[config.mk]
export PLATFORM = sky130hd
export DESIGN_NAME = pull_latch_seq
export DESIGN_NICKNAME = d
export VERILOG_FILES = /design/src/rtl/pull_seq_pkg.sv /design/src/rtl/pull_setup_timer.sv /design/src/rtl/pull_bank_seq.sv /design/src/rtl/pull_cfg_store.sv /design/src/rtl/pull_latch_seq.sv
export SDC_FILE = /design/constraint.sdc
export NUM_CORES = 1
export LEC_CHECK = 0
export ABC_CLOCK_PERIOD_IN_PS = 5060
export BUFFER_PORTS_ARGS = -buffer_cell sky130_fd_sc_hd__buf_2
export CELL_PAD_IN_SITES_DETAIL_PLACEMENT = 1
export CELL_PAD_IN_SITES_GLOBAL_PLACEMENT = 1
export CORE_MARGIN = 2
export CORE_UTILIZATION = 49
export CTS_CLUSTER_DIAMETER = 30
export DETAILED_ROUTE_END_ITERATION = 8
export GPL_ROUTABILITY_DRIVEN = 1
export GPL_TIMING_DRIVEN = 0
export PLACE_DENSITY_LB_ADDON = 0.1
export SKIP_CTS_REPAIR_TIMING = 1
export SYNTH_ARGS = -nofsm -noshare
export SYNTH_HDL_FRONTEND = slang
export SYNTH_SLANG_ARGS = --single-unit
[constraint.sdc]
create_clock -name clk_i -period 5.06 [get_ports clk_i]
set_clock_uncertainty 0.15 [all_clocks]
set_input_delay 0.506 -clock clk_i [delete_from_list [all_inputs] [get_ports clk_i]]
set_output_delay 0.506 -clock clk_i [all_outputs]
set_load 0.005 [all_outputs]
[src/rtl/pull_seq_pkg.sv]
package pull_seq_pkg;
  typedef enum logic [1:0] {
    PULL_OFF  = 2'd0,
    PULL_DOWN = 2'd1,
    PULL_UP   = 2'd2,
    PULL_BAD  = 2'd3
  } pull_code_e;
endpackage

[src/rtl/pull_setup_timer.sv]
module pull_setup_timer #(
  parameter int SETUP_TICKS = 150
) (
  input  logic clk_i,
  input  logic rst_ni,
  input  logic restart_i,
  input  logic tick_i,
  output logic ready_o
);
  localparam int CW = $clog2(SETUP_TICKS + 1);
  localparam logic [CW-1:0] LIMIT = CW'(SETUP_TICKS);

  logic [CW-1:0] cnt_q;

  always_ff @(posedge clk_i or negedge rst_ni) begin
    if (!rst_ni)                       cnt_q <= '0;
    else if (restart_i)                cnt_q <= '0;
    else if (tick_i && cnt_q != LIMIT) cnt_q <= cnt_q + 1'b1;
  end

  assign ready_o = (cnt_q == LIMIT);
endmodule

[src/rtl/pull_bank_seq.sv]
module pull_bank_seq #(
  parameter int WIDTH      = 32,
  parameter int HOLD_TICKS = 150
) (
  input  logic             clk_i,
  input  logic             rst_ni,
  input  logic             wr_i,
  input  logic [WIDTH-1:0] wdata_i,
  input  logic             setup_ok_i,
  input  logic             tick_i,
  output logic [WIDTH-1:0] latch_o,
  output logic             viol_o
);
  localparam int HW = $clog2(HOLD_TICKS + 1);
  localparam logic [HW-1:0] HLIM = HW'(HOLD_TICKS);

  logic [WIDTH-1:0] stb_q, armed_q, rising;
  logic [HW-1:0]    hold_q;
  logic             fire;

  assign rising  = wdata_i & ~stb_q;
  assign viol_o  = wr_i && (|rising) && !setup_ok_i;
  assign fire    = !wr_i && (|armed_q) && (hold_q == HLIM);
  assign latch_o = fire ? armed_q : '0;

  always_ff @(posedge clk_i or negedge rst_ni) begin
    if (!rst_ni) begin
      stb_q   <= '0;
      armed_q <= '0;
      hold_q  <= '0;
    end else if (wr_i) begin
      stb_q   <= wdata_i;
      // bits already armed stay armed; new bits arm only with setup met
      armed_q <= wdata_i & (armed_q | (setup_ok_i ? rising : '0));
      hold_q  <= '0;
    end else if (fire) begin
      armed_q <= '0;
    end else if (tick_i && (|armed_q) && hold_q != HLIM) begin
      hold_q  <= hold_q + 1'b1;
    end
  end
endmodule

[src/rtl/pull_cfg_store.sv]
module pull_cfg_store
  import pull_seq_pkg::*;
#(
  parameter int NUM_PINS = 54
) (
  input  logic                clk_i,
  input  logic                rst_ni,
  input  logic [NUM_PINS-1:0] latch_i,
  input  pull_code_e          code_i,
  output logic [NUM_PINS-1:0] pull_up_o,
  output logic [NUM_PINS-1:0] pull_dn_o
);
  for (genvar p = 0; p < NUM_PINS; p++) begin : g_pin
    always_ff @(posedge clk_i or negedge rst_ni) begin
      if (!rst_ni) begin
        pull_up_o[p] <= 1'b0;
        pull_dn_o[p] <= 1'b0;
      end else if (latch_i[p] && code_i != PULL_BAD) begin
        pull_up_o[p] <= (code_i == PULL_UP);
        pull_dn_o[p] <= (code_i == PULL_DOWN);
      end
    end
  end
endmodule

[src/rtl/pull_latch_seq.sv]
module pull_latch_seq
  import pull_seq_pkg::*;
#(
  parameter int NUM_PINS    = 54,
  parameter int BANK_W      = 32,
  parameter int ADDR_W      = 8,
  parameter int CTRL_ADDR   = 'h94,
  parameter int STB_BASE    = 'h98,
  parameter int SETUP_TICKS = 150,
  parameter int HOLD_TICKS  = 150
) (
  input  logic                clk_i,
  input  logic                rst_ni,
  input  logic                tick_i,
  input  logic                bus_we_i,
  input  logic [ADDR_W-1:0]   bus_addr_i,
  input  logic [BANK_W-1:0]   bus_wdata_i,
  output logic [NUM_PINS-1:0] pull_up_o,
  output logic [NUM_PINS-1:0] pull_dn_o,
  output logic                timing_err_o
);
  localparam int NUM_BANKS = (NUM_PINS + BANK_W - 1) / BANK_W;

  pull_code_e            code_q;
  logic                  ctrl_wr, setup_ok;
  logic [NUM_BANKS-1:0]  bank_viol;
  logic [NUM_PINS-1:0]   latch_pins;

  assign ctrl_wr = bus_we_i && (bus_addr_i == ADDR_W'(CTRL_ADDR));

  always_ff @(posedge clk_i or negedge rst_ni) begin
    if (!rst_ni)      code_q <= PULL_OFF;
    else if (ctrl_wr) code_q <= pull_code_e'(bus_wdata_i[1:0]);
  end

  always_ff @(posedge clk_i or negedge rst_ni) begin
    if (!rst_ni)          timing_err_o <= 1'b0;
    else if (|bank_viol)  timing_err_o <= 1'b1;
  end

  pull_setup_timer #(.SETUP_TICKS(SETUP_TICKS)) u_setup (
    .clk_i     (clk_i),
    .rst_ni    (rst_ni),
    .restart_i (ctrl_wr),
    .tick_i    (tick_i),
    .ready_o   (setup_ok)
  );

  for (genvar b = 0; b < NUM_BANKS; b++) begin : g_bank
    localparam int LO = b * BANK_W;
    localparam int W  = (NUM_PINS - LO < BANK_W) ? (NUM_PINS - LO) : BANK_W;
    logic bank_wr;
    assign bank_wr = bus_we_i && (bus_addr_i == ADDR_W'(STB_BASE + 4 * b));

    pull_bank_seq #(.WIDTH(W), .HOLD_TICKS(HOLD_TICKS)) u_bank (
      .clk_i      (clk_i),
      .rst_ni     (rst_ni),
      .wr_i       (bank_wr),
      .wdata_i    (bus_wdata_i[W-1:0]),
      .setup_ok_i (setup_ok),
      .tick_i     (tick_i),
      .latch_o    (latch_pins[LO +: W]),
      .viol_o     (bank_viol[b])
    );
  end

  pull_cfg_store #(.NUM_PINS(NUM_PINS)) u_store (
    .clk_i     (clk_i),
    .rst_ni    (rst_ni),
    .latch_i   (latch_pins),
    .code_i    (code_q),
    .pull_up_o (pull_up_o),
    .pull_dn_o (pull_dn_o)
  );
endmodule

==> out/qor.yml, run 1 <==
power_and_ir_drop:
  clkPwrFrac_pct: 60.2
  switchingPower_mw: 1.39
  power-per-cell-area_nw_per_um2: 418
  share_comb_of_total_power_pct: 4.9
  peakVddDrop_v: 0.000293
  p_seq_share_pct: 34.9
  leakagePower_nw: 6.79
  netSwitchingFraction_pct: 23.2
  internal_power_mw: 4.61
  totalPowerFinal_mw: 6.00
timing:
  hold_violations: 0
  setup_violations: 0
  min_period_ns: 3.08
  rsz0062_at_grt: "false"
  fmax_mhz: 324
  worst_pin_slew_ns: 0.907
  worst_hold_slack_ns: 0.0403
  period_share_pct: 60.9
  timing.max_slew.rel_slack_pct: 39.3
  slew_violations: 0
setup_path:
  crit_fanout: 10
  crit_path_start_kind: "flip-flop"
  worst_path_max_delay_cell: "nor4_1"
  path_common_cell: "buf_4"
  critPathBufInv: 2
  critPathCaptureType: "flip-flop"
  crit_arrival_ns: 3.35
  cpPeakStageDelay_ns: 0.68
  crit_family: "simple AND/OR/NAND/NOR gates"
  criticalPathCategory: "reg2reg"
  worstPathRequired_ns: 5.33
  crit_path_cell_trace: "nor4_1 -> nand4_1 -> o21ai_2 -> buf_4 -> buf_4 -> nor4b_1 -> a2bb2oi_1"
placement:
  dpl-instance-area_um2: 12400
  dp_cells: 1504
  place_hpwl_um: 25400
  io_buffers: 151
  place_congestion: 0.854
floorplan:
  die-width_um: 155
  rows: 55
  core_um2: 22600
  die_area_um2: 24100
  die_h_um: 155
  io_pins: 153
  start_util_pct: 49.8
routing:
  totalWireLength_um: 39200
  avgViaCountPerCell: 6.32
  wl_per_cell_um: 24.4
  dr.pass1.iters: 6
  drc_errors: 0
  drt_iter0_markers: 767
  ant_nets: 0
  num_vias: 10200
global_route:
  use_met2_pct: 51.2
  use_met1_pct: 46.2
  grt_overflow: 0
  grt_max_degree: 106
  use_met3_pct: 6.38
  first_global_vias: 10500
  antenna_found_initial: 3
  grt.busiest_layer: "met2"
  track_usage_pct: 32.7
  grt_pass1_wl_um: 61300
synth:
  ys_top_cells_by_area: "dfrtp_1 54%, a2bb2oi_1 8.3%, nor4b_1 8.3%, nand2_1 4.8%, o21ai_0 3.2%"
  ys_seq_elements: 243
  syn_avg_cell_area_um2: 10.5
  postSynth.asyncResetShare_pct: 100
  synth.yosys.warnings: 0
  synthDistinctLibCells: 56
  syn_inst: 1066
  ys_seq_area_share_pct: 54.1
  synth_top_area_share_pct: 54.1
  synth_top_area_cell: "dfrtp_1"
  synthesis.area_um2: 11200
  syn_nets: 1116
  synth_edf_count: 0
  dominantRegCellSynth: "dfrtp_1"
layout:
  fin_area_um2: 14300
  synthToLayoutAreaGrowth_pct: 27.7
  n_fill_cell: 2451
  drive_gt1_share_pct: 21.8
  mostFrequentLayoutCells: "243 x dfrtp_1, 165 x buf_2, 144 x nand2_1"
  final_cells: 1610
  final_common_cell: "dfrtp_1"
  fin_nets: 1327
clock_network:
  root_buffer: "clkbuf_16"
  insertion_delay_ns: 0.56
  h-tree-depth: 2
  cts_tree: "built"
  cts.sink_count: 243
  numCtsBuffers: 55
  cts.clk_slew.worst_paths_ns: 0.05
  clockBufferDepth: 3
flow_run:
  cap_violations: 0
status:
  status: "finished, final reports clean"
hold_path:
  min_path_type: "in2reg"
==> Yosys cell counts, types with 3 or more instances <==
cell,number
dfrtp_1,243
nand2_1,144
a2bb2oi_1,106
nor4b_1,106
o21ai_0,72
clkbuf_1,51
nor3_1,37
inv_1,32
nor2_1,32
a22o_1,31
a21oi_1,27
o22ai_1,24
nand2b_1,21
buf_2,15
nor4_1,14
buf_4,10
or3_1,9
nand4_1,8
ha_1,6
nand3_1,6
o2111ai_1,6
xor2_1,6
and3_1,5
and2_1,4
buf_6,4
o211ai_1,4
a2111oi_0,3
xnor2_1,3
==> cells by family after synthesis <==
family          Yosys count  share of synthesized area [%]
compound gates          286                           18.3
buf+inv                 112                           4.51
mux                       3                          0.290
flops                   243                           54.1
fa+ha+maj                 6                          0.668
simple gates            407                           21.3
xor+xnor                  9                          0.702
==> path summary, 6_finish.rpt <==
kind,from,to,slack [ns],cells after the start
worst max-delay path,g_bank[0].u_bank.armed_q[29],u_store.pull_dn_o[24],1.98,7
worst min-delay path,bus_wdata_i[26],g_bank[0].u_bank.armed_q[26],0.04,2
worst max register to register,g_bank[0].u_bank.armed_q[29],u_store.pull_dn_o[24],1.98,7
worst min register to register,g_bank[0].u_bank.stb_q[10],g_bank[0].u_bank.stb_q[10],0.34,2
max in group asynchronous,rst_ni,g_bank[1].u_bank.hold_q[1],3.11,4
min in group asynchronous,rst_ni,u_store.pull_dn_o[29],0.33,2
==> flip-flops by register name, indices dropped and copies added (netlist names) <==
signal                 cells
u_setup.cnt_q              8
code_q                     2
u_store.pull_up_o         54
timing_err_o               1
g_bank.u_bank.armed_q     54
g_bank.u_bank.hold_q      16
u_store.pull_dn_o         54
g_bank.u_bank.stb_q       54
==> power groups by stage <==
stage	Sequential (mW)	Clock (mW)	Combinational, mW
CTS	2.09	3.63	0.295
floorplan	2.10	0	0.155
finish	2.10	3.61	0.294
global route	2.10	3.74	0.331
detailed placement	2.12	0	0.286
global placement	2.12	0	0.269
==> layer usage <==
layer | wire length (um) | up-vias
met5 | 0 | -
met4 | 838 | 0
met3 | 2600 | 64
met2 | 18500 | 391
met1 | 17300 | 5291
li1 | - | 4434
==> cell type report <==
type	count	area (um2)	share of cell area [%]
Antenna cell	3	7.51	0.0524
Buffer	80	387	2.70
Clock buffer	85	1700	11.9
Clock inverter	17	210	1.47
Inverter	32	120	0.838
Multi-Input combinational cell	711	4640	32.4
Sequential cell	243	6080	42.4
Tap cell	285	357	2.49
Timing Repair Buffer	154	831	5.79
==> per-stage QoR <==
| stage | setup slack [ns] | util (%) | TNS (ns) |
|---|---|---|---|
| floorplan | 3.03 | - | 0 |
| global placement | -1.09 | 54.7 | -259.80 |
| detailed placement | 2.18 | 55.0 | 0 |
| CTS | 2.13 | 63.4 | 0 |
| global route | 1.92 | 63.5 | 0 |
| finish | 1.98 | 63.5 | 0 |
(Power assumes the default switching activity.)
==> inputs of run 2 (changes only) <==
--- a/config.mk
+++ b/config.mk
@@ -5,12 +5,13 @@
 export SDC_FILE = /design/constraint.sdc
 export NUM_CORES = 1
 export LEC_CHECK = 0
-export ABC_CLOCK_PERIOD_IN_PS = 5060
+export ABC_AREA = 1
+export ABC_CLOCK_PERIOD_IN_PS = 2780
 export BUFFER_PORTS_ARGS = -buffer_cell sky130_fd_sc_hd__buf_2
 export CELL_PAD_IN_SITES_DETAIL_PLACEMENT = 1
 export CELL_PAD_IN_SITES_GLOBAL_PLACEMENT = 1
 export CORE_MARGIN = 2
-export CORE_UTILIZATION = 49
+export CORE_UTILIZATION = 39
 export CTS_CLUSTER_DIAMETER = 30
 export DETAILED_ROUTE_END_ITERATION = 8
 export GPL_ROUTABILITY_DRIVEN = 1
==> constraint.sdc (replaced) <==
create_clock -name clk_i -period 2.78 [get_ports clk_i]
set_clock_uncertainty 0.15 [all_clocks]
set_input_delay 0.278 -clock clk_i [delete_from_list [all_inputs] [get_ports clk_i]]
set_output_delay 0.278 -clock clk_i [all_outputs]
set_load 0.005 [all_outputs]
==> run 2 against run 1 <==
Effect of this change: flip-flop and latch count is the same; clock power grew 130%; setup slack lost 1.6 ns; sequential power grew 83%; clock-buffer cell count grew 6; non-clock buffer count grew 16; design area grew 9.7%; sequential share of layout area shrank 3.7 points; synthesized area grew 3.7%; final cell count grew 36%; synthesized cell count grew 39%; highest routed layer unchanged.
==> out/qor.yml, run 2 <==
floorplan:
  core_um2: 29500
  start_util_pct: 39.5
  die_area_um2: 31300
  rows: 63
  die-width_um: 177
  io_pins: 153
  die_h_um: 177
timing:
  setup_violations: 0
  fin_ws_ns: 0.356
  worst_hold_slack_ns: 0.0666
  worst_pin_slew_ns: 1.08
  min_period_ns: 2.42
  fmax_mhz: 413
  rsz0062_at_grt: "false"
  slew_violations: 0
  timing.max_slew.rel_slack_pct: 27.6
  hold_violations: 0
  period_share_pct: 87.2
flow_run:
  cap_violations: 0
placement:
  place_hpwl_um: 26400
  io_buffers: 152
  dpl-instance-area_um2: 13000
  pre_cts_slack_ns: 0.388
  place_congestion: 0.804
synth:
  synth_top_area_share_pct: 52.2
  dominantRegCellSynth: "dfrtp_1"
  synth.most_common_cell: "nand2_1"
  synthDistinctLibCells: 32
  syn_avg_cell_area_um2: 7.85
  ys_seq_elements: 243
  postSynth.asyncResetShare_pct: 100
  ys_seq_area_share_pct: 52.2
  synth.yosys.warnings: 0
  synth_top_area_cell: "dfrtp_1"
  synthTopCellsByCount: "475 x nand2_1, 243 x dfrtp_1, 206 x inv_1"
  ys_top_cells_by_area: "dfrtp_1 52%, nand2_1 15%, inv_1 6.6%, nor2_1 4.1%, a21oi_1 3.4%"
  synthesis.area_um2: 11600
  syn_nets: 1534
  synth_edf_count: 0
  syn_inst: 1484
setup_path:
  crit_arrival_ns: 2.75
  crit_fanout: 10
  crit_path_start_kind: "flip-flop"
  critPathCaptureType: "flip-flop"
  criticalPathCategory: "reg2reg"
  worstPathRequired_ns: 3.11
global_route:
  antenna_found_initial: 0
  grt_overflow: 0
  first_global_vias: 11700
  grt_max_degree: 103
  track_usage_pct: 25.4
  grt_pass1_wl_um: 62100
clock_network:
  cts_tree: "built"
  numCtsBuffers: 67
  h-tree-depth: 3
  root_buffer: "clkbuf_16"
  insertion_delay_ns: 0.55
  cts.sink_count: 243
  cts.clk_slew.worst_paths_ns: 0.05
  clockBufferDepth: 3
routing:
  num_vias: 11000
  drc_errors: 0
  wl_per_cell_um: 17.8
  avgViaCountPerCell: 5.02
  dr.pass1.iters: 5
  totalWireLength_um: 38900
  ant_nets: 0
  drt_iter0_markers: 579
hold_path:
  min_path_type: "in2reg"
layout:
  fin_nets: 1791
  drive_gt1_share_pct: 18.0
  utilization_pct: 53.3
  n_antenna_cell: 0
  final_common_cell: "nand2_1"
  synthToLayoutAreaGrowth_pct: 35.0
  mostFrequentLayoutCells: "475 x nand2_1, 243 x dfrtp_1, 206 x inv_1"
  n_fill_cell: 3573
  fin_area_um2: 15700
power_and_ir_drop:
  leakagePower_nw: 8.30
  power-per-cell-area_nw_per_um2: 808
  peakVddDrop_v: 0.000458
status:
  status: "finished, final reports clean"
run 2: cell count changes after synthesis, moves of 53 or more:
cell / change
nand2_1: +331
a2bb2oi_1: -106
nor2_1: +94
nor4b_1: -106
nand4_1: +53
inv_1: +174
run 2: layout make-up:
type	count	area, um2	share of cell area [%]
Tap cell	390	488	3.10
Buffer	62	287	1.82
Clock inverter	31	475	3.02
Inverter	209	785	4.99
Clock buffer	91	1950	12.4
Timing Repair Buffer	188	1170	7.42
Multi-Input combinational cell	970	4490	28.6
Sequential cell	243	6080	38.7
run 2: cell families (layout without fill, tap and decap cells):
kind of cell	Yosys count	in the layout	share of synthesized area, %
fa+ha+maj	6	6	0.645
compound gates	194	194	9.33
simple gates	762	762	28.0
flops	243	243	52.2
xor+xnor	8	8	0.602
buf+inv	271	581	9.20
run 2: power by group:
group,switching (mW),internal (mW)
registers,0.142,3.70
clock network,2.33,5.90
logic,0.408,0.224
run 2: path summary, 6_finish.rpt:
| path | from | end | slack, ns | depth (start not counted) |
|---|---|---|---|---|
| max | code_q[1] | u_store.pull_up_o[8] | 0.36 | 5 |
| min | bus_addr_i[3] | u_setup.cnt_q[7] | 0.07 | 5 |
| max reg2reg | code_q[1] | u_store.pull_up_o[8] | 0.36 | 5 |
| min reg2reg | u_store.pull_dn_o[16] | u_store.pull_dn_o[16] | 0.31 | 2 |
| max in group asynchronous | rst_ni | u_store.pull_dn_o[40] | 1.07 | 4 |
| min in group asynchronous | rst_ni | u_store.pull_up_o[18] | 0.10 | 2 |
run 2: per-layer routing:
layer	part of all wire, %	global-route usage, %	routed length (um)
met1	44	31.8	17200
met2	49	43.4	19200
met3	3.8	5.09	1470
met4	2.6	9.37	1030
met5	0	0	0
run 2: critical path, stage by stage, from the launching register on:
cell      delay, ns
dfrtp_1        0.38
inv_1          0.05
nor2_1         0.80
clkbuf_1       0.73
nand2_1        0.13
nand2_1        0.11
run 2: per-stage QoR:
step | instances | power [mW] | setup TNS [ns]
after global routing | 2184 | 13.1 | 0
after detailed placement | 2028 | 4.48 | 0
final | 2184 | 12.7 | 0
after floorplan | 1484 | 4.18 | 0
after CTS | 2150 | 12.8 | 0
after global placement | 2026 | 4.43 | -816.99
